<file path="config.mk">
export PLATFORM = sky130hd
export DESIGN_NAME = mdio_reg_bridge
export DESIGN_NICKNAME = d
export VERILOG_FILES = /design/src/rtl/mdio_bridge_pkg.sv /design/src/rtl/mdio_sync.sv /design/src/rtl/mdio_frame.sv /design/src/rtl/mdio_addr_map.sv /design/src/rtl/mdio_reg_bridge.sv
export SDC_FILE = /design/constraint.sdc
export NUM_CORES = 1
export LEC_CHECK = 0
export ABC_AREA = 1
export CAP_MARGIN = 0
export CORE_MARGIN = 2
export CORE_UTILIZATION = 50
export DETAILED_ROUTE_END_ITERATION = 12
export PLACE_DENSITY = 0.87
export SLEW_MARGIN = 10
export SYNTH_ARGS = -nofsm -noshare
export SYNTH_HDL_FRONTEND = slang
export SYNTH_HIERARCHICAL = 1
export SYNTH_SLANG_ARGS = --single-unit
</file>
<file path="constraint.sdc">
create_clock -name clk_i -period 1.9 [get_ports clk_i]
set_input_delay 0.38 -clock clk_i [delete_from_list [all_inputs] [get_ports clk_i]]
set_output_delay 0.38 -clock clk_i [all_outputs]
set_load 0.05 [all_outputs]
</file>
<file path="src/rtl/mdio_bridge_pkg.sv">
package mdio_bridge_pkg;
  typedef enum logic [1:0] {
    MODE_BYP  = 2'd0,
    MODE_RSV  = 2'd1,
    MODE_REG  = 2'd2,
    MODE_PAGE = 2'd3
  } mode_e;

  typedef enum logic [2:0] {
    S_IDLE,
    S_START,
    S_HDR,
    S_TA,
    S_DATA
  } fstate_e;

  localparam logic [1:0] OP_RD = 2'b10;
  localparam logic [1:0] OP_WR = 2'b01;
  localparam int HDR_BITS = 12;
  localparam int HW_BITS  = 16;
endpackage

</file>
<file path="src/rtl/mdio_sync.sv">
module mdio_sync #(
  parameter int SYNC_STAGES = 2
) (
  input  logic clk_i,
  input  logic rst_ni,
  input  logic mdc_i,
  input  logic mdio_i,
  output logic rise_o,
  output logic bit_o
);
  logic [SYNC_STAGES:0]   mdc_q;
  logic [SYNC_STAGES-1:0] dat_q;

  always_ff @(posedge clk_i or negedge rst_ni) begin
    if (!rst_ni) begin
      mdc_q <= '0;
      dat_q <= '1;
    end else begin
      mdc_q <= {mdc_q[SYNC_STAGES-1:0], mdc_i};
      dat_q <= {dat_q[SYNC_STAGES-2:0], mdio_i};
    end
  end

  // data and clock pass the same number of flops, so they stay aligned
  assign rise_o = mdc_q[SYNC_STAGES-1] & ~mdc_q[SYNC_STAGES];
  assign bit_o  = dat_q[SYNC_STAGES-1];

  a_r1_single_rise: assert property (@(posedge clk_i) disable iff (!rst_ni)
    rise_o |=> !rise_o);
endmodule

</file>
<file path="src/rtl/mdio_frame.sv">
module mdio_frame
  import mdio_bridge_pkg::*;
(
  input  logic                clk_i,
  input  logic                rst_ni,
  input  logic                rise_i,
  input  logic                bit_i,
  input  logic                resp_i,
  input  logic [HW_BITS-1:0]  rd_word_i,
  output logic                hdr_done_o,
  output logic                wr_done_o,
  output logic [1:0]          op_o,
  output logic [4:0]          phy_o,
  output logic [4:0]          reg_o,
  output logic [HW_BITS-1:0]  wdata_o,
  output logic                mdio_o,
  output logic                mdio_oe_o
);
  fstate_e               state_q;
  logic [3:0]            cnt_q;
  logic [HDR_BITS-1:0]   hdr_q;
  logic [HW_BITS-1:0]    sh_q;
  logic [HW_BITS-1:0]    wdata_q;
  logic                  obit_q, oe_q, hdr_done_q, wr_done_q;

  always_ff @(posedge clk_i or negedge rst_ni) begin
    if (!rst_ni) begin
      state_q    <= S_IDLE;
      cnt_q      <= '0;
      hdr_q      <= '0;
      sh_q       <= '0;
      wdata_q    <= '0;
      obit_q     <= 1'b1;
      oe_q       <= 1'b0;
      hdr_done_q <= 1'b0;
      wr_done_q  <= 1'b0;
    end else begin
      hdr_done_q <= 1'b0;
      wr_done_q  <= 1'b0;
      if (rise_i) begin
        unique case (state_q)
          S_IDLE: if (!bit_i) state_q <= S_START;
          S_START: begin
            if (bit_i) begin
              state_q <= S_HDR;
              cnt_q   <= '0;
            end
          end
          S_HDR: begin
            hdr_q <= {hdr_q[HDR_BITS-2:0], bit_i};
            cnt_q <= cnt_q + 4'd1;
            if (cnt_q == 4'(HDR_BITS - 1)) begin
              state_q    <= S_TA;
              cnt_q      <= '0;
              hdr_done_q <= 1'b1;
            end
          end
          S_TA: begin
            cnt_q <= cnt_q + 4'd1;
            if (cnt_q == 4'd0) begin
              if (hdr_q[HDR_BITS-1 -: 2] == OP_RD && resp_i) begin
                oe_q   <= 1'b1;
                obit_q <= 1'b0;
              end
            end else begin
              state_q <= S_DATA;
              cnt_q   <= '0;
              sh_q    <= {rd_word_i[HW_BITS-2:0], 1'b0};
              obit_q  <= rd_word_i[HW_BITS-1];
            end
          end
          S_DATA: begin
            obit_q <= sh_q[HW_BITS-1];
            sh_q   <= {sh_q[HW_BITS-2:0], bit_i};
            cnt_q  <= cnt_q + 4'd1;
            if (cnt_q == 4'(HW_BITS - 1)) begin
              state_q   <= S_IDLE;
              oe_q      <= 1'b0;
              obit_q    <= 1'b1;
              wr_done_q <= (hdr_q[HDR_BITS-1 -: 2] == OP_WR);
              wdata_q   <= {sh_q[HW_BITS-2:0], bit_i};
            end
          end
          default: state_q <= S_IDLE;
        endcase
      end
    end
  end

  assign hdr_done_o = hdr_done_q;
  assign wr_done_o  = wr_done_q;
  assign op_o       = hdr_q[11:10];
  assign phy_o      = hdr_q[9:5];
  assign reg_o      = hdr_q[4:0];
  assign wdata_o    = wdata_q;
  assign mdio_o     = obit_q;
  assign mdio_oe_o  = oe_q;

  a_r10_ta_zero: assert property (@(posedge clk_i) disable iff (!rst_ni)
    $rose(mdio_oe_o) |-> !mdio_o);
  a_r10_drive_window: assert property (@(posedge clk_i) disable iff (!rst_ni)
    mdio_oe_o |-> (state_q == S_TA || state_q == S_DATA));
endmodule

</file>
<file path="src/rtl/mdio_addr_map.sv">
module mdio_addr_map
  import mdio_bridge_pkg::*;
#(
  parameter int PAGE_W = 10,
  localparam int ADDR_W = PAGE_W + 9
) (
  input  logic                 clk_i,
  input  logic                 rst_ni,
  input  logic                 hdr_done_i,
  input  logic                 wr_done_i,
  input  logic [1:0]           op_i,
  input  logic [4:0]           phy_i,
  input  logic [4:0]           reg_i,
  input  logic [HW_BITS-1:0]   wdata_i,
  output logic                 resp_o,
  output logic [HW_BITS-1:0]   rd_word_o,
  output logic                 reg_we_o,
  output logic                 reg_re_o,
  output logic [ADDR_W-1:0]    reg_addr_o,
  output logic [2*HW_BITS-1:0] reg_wdata_o,
  input  logic [2*HW_BITS-1:0] reg_rdata_i,
  output logic                 phy_we_o,
  output logic                 phy_re_o,
  output logic [2:0]           phy_addr_o,
  output logic [4:0]           phy_reg_o,
  output logic [HW_BITS-1:0]   phy_wdata_o,
  input  logic [HW_BITS-1:0]   phy_rdata_i
);
  mode_e               mode;
  logic                is_rd, is_wr, upper;
  logic [PAGE_W-1:0]   page_q;
  logic [HW_BITS-1:0]  stage_q, hi_q, rd_word_q;
  logic                resp_q;

  assign mode  = mode_e'(phy_i[4:3]);
  assign is_rd = (op_i == OP_RD);
  assign is_wr = (op_i == OP_WR);
  assign upper = reg_i[0];

  always_comb begin
    reg_re_o = hdr_done_i && is_rd && mode == MODE_REG && !upper;
    phy_re_o = hdr_done_i && is_rd && mode == MODE_BYP;
    reg_we_o = wr_done_i && is_wr && mode == MODE_REG && !upper;
    phy_we_o = wr_done_i && is_wr && mode == MODE_BYP;
  end

  assign reg_addr_o  = {page_q, phy_i[2:0], reg_i[4:1], 2'b00};
  assign reg_wdata_o = {stage_q, wdata_i};
  assign phy_addr_o  = phy_i[2:0];
  assign phy_reg_o   = reg_i;
  assign phy_wdata_o = wdata_i;
  assign resp_o      = resp_q;
  assign rd_word_o   = rd_word_q;

  always_ff @(posedge clk_i or negedge rst_ni) begin
    if (!rst_ni) begin
      page_q    <= '0;
      stage_q   <= '0;
      hi_q      <= '0;
      rd_word_q <= '0;
      resp_q    <= 1'b0;
    end else begin
      if (hdr_done_i) begin
        resp_q <= is_rd && (mode == MODE_REG || mode == MODE_BYP);
        if (reg_re_o) begin
          rd_word_q <= reg_rdata_i[HW_BITS-1:0];
          hi_q      <= reg_rdata_i[2*HW_BITS-1:HW_BITS];
        end else if (is_rd && mode == MODE_REG) begin
          rd_word_q <= hi_q;
        end else if (phy_re_o) begin
          rd_word_q <= phy_rdata_i;
        end
      end
      if (wr_done_i && is_wr) begin
        if (mode == MODE_REG && upper) stage_q <= wdata_i;
        if (mode == MODE_PAGE)         page_q  <= wdata_i[PAGE_W-1:0];
      end
    end
  end

  a_r2_one_strobe: assert property (@(posedge clk_i) disable iff (!rst_ni)
    $onehot0({reg_we_o, reg_re_o, phy_we_o, phy_re_o}));
  a_r4_page_hold: assert property (@(posedge clk_i) disable iff (!rst_ni)
    !(wr_done_i && is_wr && mode == MODE_PAGE) |=> $stable(page_q));
endmodule

</file>
<file path="src/rtl/mdio_reg_bridge.sv">
module mdio_reg_bridge
  import mdio_bridge_pkg::*;
#(
  parameter int PAGE_W      = 10,
  parameter int SYNC_STAGES = 2,
  localparam int ADDR_W = PAGE_W + 9
) (
  input  logic              clk_i,
  input  logic              rst_ni,
  input  logic              mdc_i,
  input  logic              mdio_i,
  output logic              mdio_o,
  output logic              mdio_oe_o,
  output logic              reg_we_o,
  output logic              reg_re_o,
  output logic [ADDR_W-1:0] reg_addr_o,
  output logic [31:0]       reg_wdata_o,
  input  logic [31:0]       reg_rdata_i,
  output logic              phy_we_o,
  output logic              phy_re_o,
  output logic [2:0]        phy_addr_o,
  output logic [4:0]        phy_reg_o,
  output logic [15:0]       phy_wdata_o,
  input  logic [15:0]       phy_rdata_i
);
  logic               rise, sbit, hdr_done, wr_done, resp;
  logic [1:0]         op;
  logic [4:0]         phy, rg;
  logic [HW_BITS-1:0] wdata, rd_word;

  mdio_sync #(.SYNC_STAGES(SYNC_STAGES)) u_sync (
    .clk_i, .rst_ni, .mdc_i, .mdio_i,
    .rise_o (rise),
    .bit_o  (sbit)
  );

  mdio_frame u_frame (
    .clk_i, .rst_ni,
    .rise_i     (rise),
    .bit_i      (sbit),
    .resp_i     (resp),
    .rd_word_i  (rd_word),
    .hdr_done_o (hdr_done),
    .wr_done_o  (wr_done),
    .op_o       (op),
    .phy_o      (phy),
    .reg_o      (rg),
    .wdata_o    (wdata),
    .mdio_o     (mdio_o),
    .mdio_oe_o  (mdio_oe_o)
  );

  mdio_addr_map #(.PAGE_W(PAGE_W)) u_map (
    .clk_i, .rst_ni,
    .hdr_done_i  (hdr_done),
    .wr_done_i   (wr_done),
    .op_i        (op),
    .phy_i       (phy),
    .reg_i       (rg),
    .wdata_i     (wdata),
    .resp_o      (resp),
    .rd_word_o   (rd_word),
    .reg_we_o    (reg_we_o),
    .reg_re_o    (reg_re_o),
    .reg_addr_o  (reg_addr_o),
    .reg_wdata_o (reg_wdata_o),
    .reg_rdata_i (reg_rdata_i),
    .phy_we_o    (phy_we_o),
    .phy_re_o    (phy_re_o),
    .phy_addr_o  (phy_addr_o),
    .phy_reg_o   (phy_reg_o),
    .phy_wdata_o (phy_wdata_o),
    .phy_rdata_i (phy_rdata_i)
  );

  // the word must be fetched before the turnaround drive starts
  a_r8_fetch_before_drive: assert property (@(posedge clk_i) disable iff (!rst_ni)
    reg_re_o |-> !mdio_oe_o);
endmodule

</file>
# == Word-level counts from Yosys, hierarchy flattened ==
# Cells that the tools add are included.
# op_classes
eq_ne,18
n_bitwise,2
addsub,1
reduce_logical,31
muxes,29
# ops
op,n
2-to-1 mux 16 bit,4
one-hot mux 16 bit (2 select lines),1
one-hot mux 4 bit (4 select lines),1
2-to-1 mux 3 bit,5
one-hot mux 3 bit (5 select lines),1
logical AND 1 bit,12
2-to-1 mux 1 bit,12
2-to-1 mux 4 bit,3
AND reduction 3 bit,4
AND reduction 2 bit,5
equality test 4 bit (second input constant),2
!= test 2 x 1 -> 1 bit (second input constant),4
equality test 2 bit (second input constant),3
equality test 3 x 2 -> 1 bit (second input constant),2
!= test 2 bit (second input constant),3
AND reduction 6 bit,1
AND reduction 5 bit,1
adder 4 x 1 -> 4 bit (second input constant),1
zero test 4 bit,1
one-hot mux 1 bit (2 select lines),2
nonzero test 4 bit,1
equality test 3 x 1 -> 1 bit (second input constant),1
equality test 3 bit (second input constant),1
zero test 3 bit,1
other kinds (9),9
# word_totals
ff_bits,119
out_inout_bits,81
inputBits,52

# == Longest topological paths before layout ==
# Gate-level depths: netlist of the first run.
# depth
depth_word,6
depth_mapped,9

# == By module ==
# The synthesis of the first run kept the hierarchy.
# modules_own_cells
mod,area_per_inst_um2,n_inst,cells_each
mdio_addr_map,3064.2,1,392
mdio_frame,2544.9,1,312
mdio_sync,137.6,1,7

# == Worst setup path after synthesis of the first run ==
# OpenSTA, ideal clock, no wires.
# synth_path
path_type,reg2out
start,register u_frame.hdr_q[11]
end,output phy_we_o
path_stages_with_launch,4
setup_slack_ns,-0.239
required_ns,1.520
arrival_ns,1.759
path_cell_list,dfrtp_1 -> nor2_1 -> inv_1 -> nor3_1
# synth_between
elab_chain_cells,3
# synth_lines
element,line_no,text
start: declaration,mdio_frame.sv:21,logic [HDR_BITS-1:0] hdr_q;
start signal: assignment,mdio_frame.sv:50,"hdr_q <= {hdr_q[HDR_BITS-2:0], bit_i};"
equality test 2 x 1 -> 1 bit,mdio_addr_map.sv:37,assign is_wr = (op_i == OP_WR);
logical AND 1 bit (2 in a row),mdio_addr_map.sv:44,phy_we_o = wr_done_i && is_wr && mode == MODE_BYP;
end: declaration,mdio_reg_bridge.sv:19,"output logic phy_we_o,"
# No other way between the ends.

# == Worst setup path in the final report of the first run ==
# layout_path
start,register u_frame.hdr_q[10]
end,output phy_re_o
# layout_between
elab_chain_cells,3
# layout_lines
element,line_no,text
equality test 2 bit,mdio_addr_map.sv:36,assign is_rd = (op_i == OP_RD);
logical AND 1 bit (2 in a row),mdio_addr_map.sv:42,phy_re_o = hdr_done_i && is_rd && mode == MODE_BYP;
end: declaration,mdio_reg_bridge.sv:20,"output logic phy_re_o,"
# No other way between the ends.

==> flow_summary.yaml, run 1 <==
layout:
  final_cell_area_mm2: 0.00755
  drive_above_1_share_pct: 18.2
  nets: 872
  final_common_cell: "nand2_1"
  mostFrequentLayoutCells: "nand2_1 (258), dfrtp_1 (113), buf_4 (76)"
  num_antenna_cells: 0
  areaGrowthSynthToFinish_pct: 31.5
  fillers: 908
  stdcell_count: 974
power_and_ir_drop:
  leakage_nw: 3.89
  p_per_area_mw_per_mm2: 1100
  internal-power_w: 0.00572
  seqPwrFrac_pct: 36.8
  swShare_pct: 30.9
  pwr-share-clk_pct: 43.5
  power_switching_w: 0.00256
  ir_worst_vdd_v: 0.000606
  pwr-share-comb_pct: 19.8
placement:
  portBuffers: 130
  hpwlAfterDp_um: 8360
  placed_cells: 922
  placed_cell_area_mm2: 0.00674
  place_congestion: 0.872
setup_path:
  slowest_stage: "dfrtp_1"
  path_max_fanout: 3
  setup.worst_path.start: "u_frame/hdr_q[10]"
  critPathMaxStageDelay_ns: 0.41
  regToRegStartpoint: "u_frame/state_q[0]"
  crit_required_ns: 1.52
  setup.worst_path.start_class: "flop"
  endpoint_kind: "primary output"
  crit_path_cell_trace: "inv_2, nand4_2, nor2_1, buf_12"
  worstPathArrival_ns: 1.47
  critical_path_class: "reg2out"
sta:
  min_period_over_period_pct: 97.6
  rsz0062_at_grt: "true"
  period_minus_slack_ns: 1.85
  setup_viol: 0
  worst_slew_pin_slew_ns: 0.528
  fmax_ghz: 0.539
  slew_headroom_pct: 64.7
  skew_ns: 0.00538
  maxSlewViolCount: 0
  finalHoldViolations: 0
clocking:
  cts.htree.levels: 4
  cts-root-buf: "clkbuf_16"
  cts_buffer_depth: 2
  clock_sinks: 119
  cts_inserted_buffers: 17
  clkSlewWorstSetupHoldPaths_ns: 0.06
  insertion_delay_ns: 0.41
  cts_tree: "yes"
yosys:
  yosysTopAreaCell: "dfrtp_1"
  synth_warnings: 6
  synth_area_leaders: "dfrtp_1 (51%), nand2_1 (17%), buf_4 (6.8%)"
  synth_top_area_share_pct: 50.5
  synthDistinctLibCells: 27
  syn_area_mm2: 0.00575
  synth_seq_cells: 119
  synth_area_per_cell_um2: 8.08
  post_synth_inst_count: 711
  seq_area_frac_synth_pct: 51.9
grt:
  grt_pass1_vias: 4523
  grt_max_degree: 74
  grtUsageTotal_pct: 21.1
  antenna_found_initial: 0
  grt_pass1_wl_um: 21100
  overflow: 0
route:
  dr.first_iter.drc_count: 338
  ant_nets: 0
  route.vias.total: 4852
  wl_um: 12900
  drc: 0
  first_pass_iters: 4
  viasPerCell: 4.98
  wl_per_cell_um: 13.2
job:
  cap_violations: 0
die:
  start_util_pct: 50.8
  fp.dieW_um: 111
  die_y_um: 111
  num_io_pins: 133
  rows: 39
  die-area_mm2: 0.0124
  core_mm2: 0.0113
hold_path:
  hold_class: "in2async"
run_status:
  status: "finished clean"
power groups by stage:
stage / Sequential, W / Combinational [W] / Clock [W]
finish: 0.00304 / 0.00164 / 0.00360
global route: 0.00308 / 0.00182 / 0.00378
CTS: 0.00304 / 0.00159 / 0.00365
detailed placement: 0.00306 / 0.00158 / 0
global placement: 0.00305 / 0.00155 / 0
floorplan: 0.00305 / 0.00117 / 0
metrics by stage:
step	power [W]	util [%]	setup TNS (ns)	hold slack [ns]	worst slack (ns)
after floorplan	0.00422	-	-0.0103	0.0844	-0.00591
after global placement	0.00460	59.5	0	0.192	0.351
after detailed placement	0.00464	59.5	0	0.192	0.305
after CTS	0.00827	65.4	0	0.302	0.00320
after global routing	0.00868	66.7	-0.0243	0.321	-0.0243
final	0.00828	66.7	0	0.318	0.0453
state kept, by name, summed over array words and instances (netlist names), 4 cells and up:
name	cells
u_map/hi_q	16
u_frame/sh_q	16
u_frame/wdata_o	16
u_map/rd_word_o	16
u_frame/hdr_q	12
u_frame/cnt_q	4
u_map/stage_q	16
u_map/page_q	10
Yosys cell counts (all sizes together):
master and count:
clkbuf 3, a21oi 4, o21ai 93, nand4 1, dfstp 3, nand2 266
dfrtp 116, clkinv 1, xor2 2, nor2 56, conb 1, nor3 2
ha 2, buf 73, inv 53, nand3 35
kinds of logic (layout without fill, tap and decap cells):
logic type	Yosys count	count (layout)	synth area share [%]
flip-flops	119	119	51.9
AO/OA/AOI/OAI	97	97	8.71
other	1	2	0.0653
XOR/XNOR	2	2	0.305
buffers and inverters	130	249	13.1
adder cells (fa/ha/maj)	2	2	0.435
AND/OR/NAND/NOR	360	360	25.5
path summary, 6_finish.rpt:
check / cells past startpoint / to / slack (ns)
hold reg to reg: 0 / u_sync/dat_q[1] / 0.36
hold / removal: 2 / u_frame/hdr_q[2] / 0.32
max in group asynchronous: 3 / u_frame/mdio_o / 1.01
setup / recovery: 4 / phy_re_o / 0.05
setup reg to reg: 6 / u_frame/wdata_o[5] / 0.24
min in group clk_i: 0 / u_sync/dat_q[1] / 0.36
layout make-up:
class	instances	area, µm²	share of cell area, %
Clock buffer	17	425	5.63
Clock inverter	15	238	3.15
Inverter	54	215	2.85
Multi-Input combinational cell	463	2050	27.1
Sequential cell	119	2990	39.5
Tap cell	143	179	2.37
Timing Repair Buffer	162	1460	19.3
Timing Repair inverter	1	8.76	0.116
worst max-delay path: cells and delay by family (launching register included):
family	cells	cell delay [ns]
buf+inv	2	0.28
flops	1	0.41
simple gates	2	0.37
metal layers:
metal | routed length [µm] | global-route usage [%]
met2 | 6030 | 32.7
met3 | 860 | 5.69
met4 | 201 | 7.98
met5 | 0 | 0
met1 | 5790 | 28.4
what timing repair did:
item | CTS | global route
buffers inserted | 1 | 17
cloned | 0 | 1
hold buffers | 1 | 0
setup endpoints to repair | 33 | 3
resized for setup | 38 | 4
pin swaps | 0 | 5
hold endpoints to repair | 46 | 0
Note: power is estimated with default switching activity, not from simulation.
==> inputs of run 2 (changes only) <==
HOLD_SLACK_MARGIN = 0.12   (was default)
==> results of run 2 <==
Final layout, timing and power as in run 1 (identical DEF).
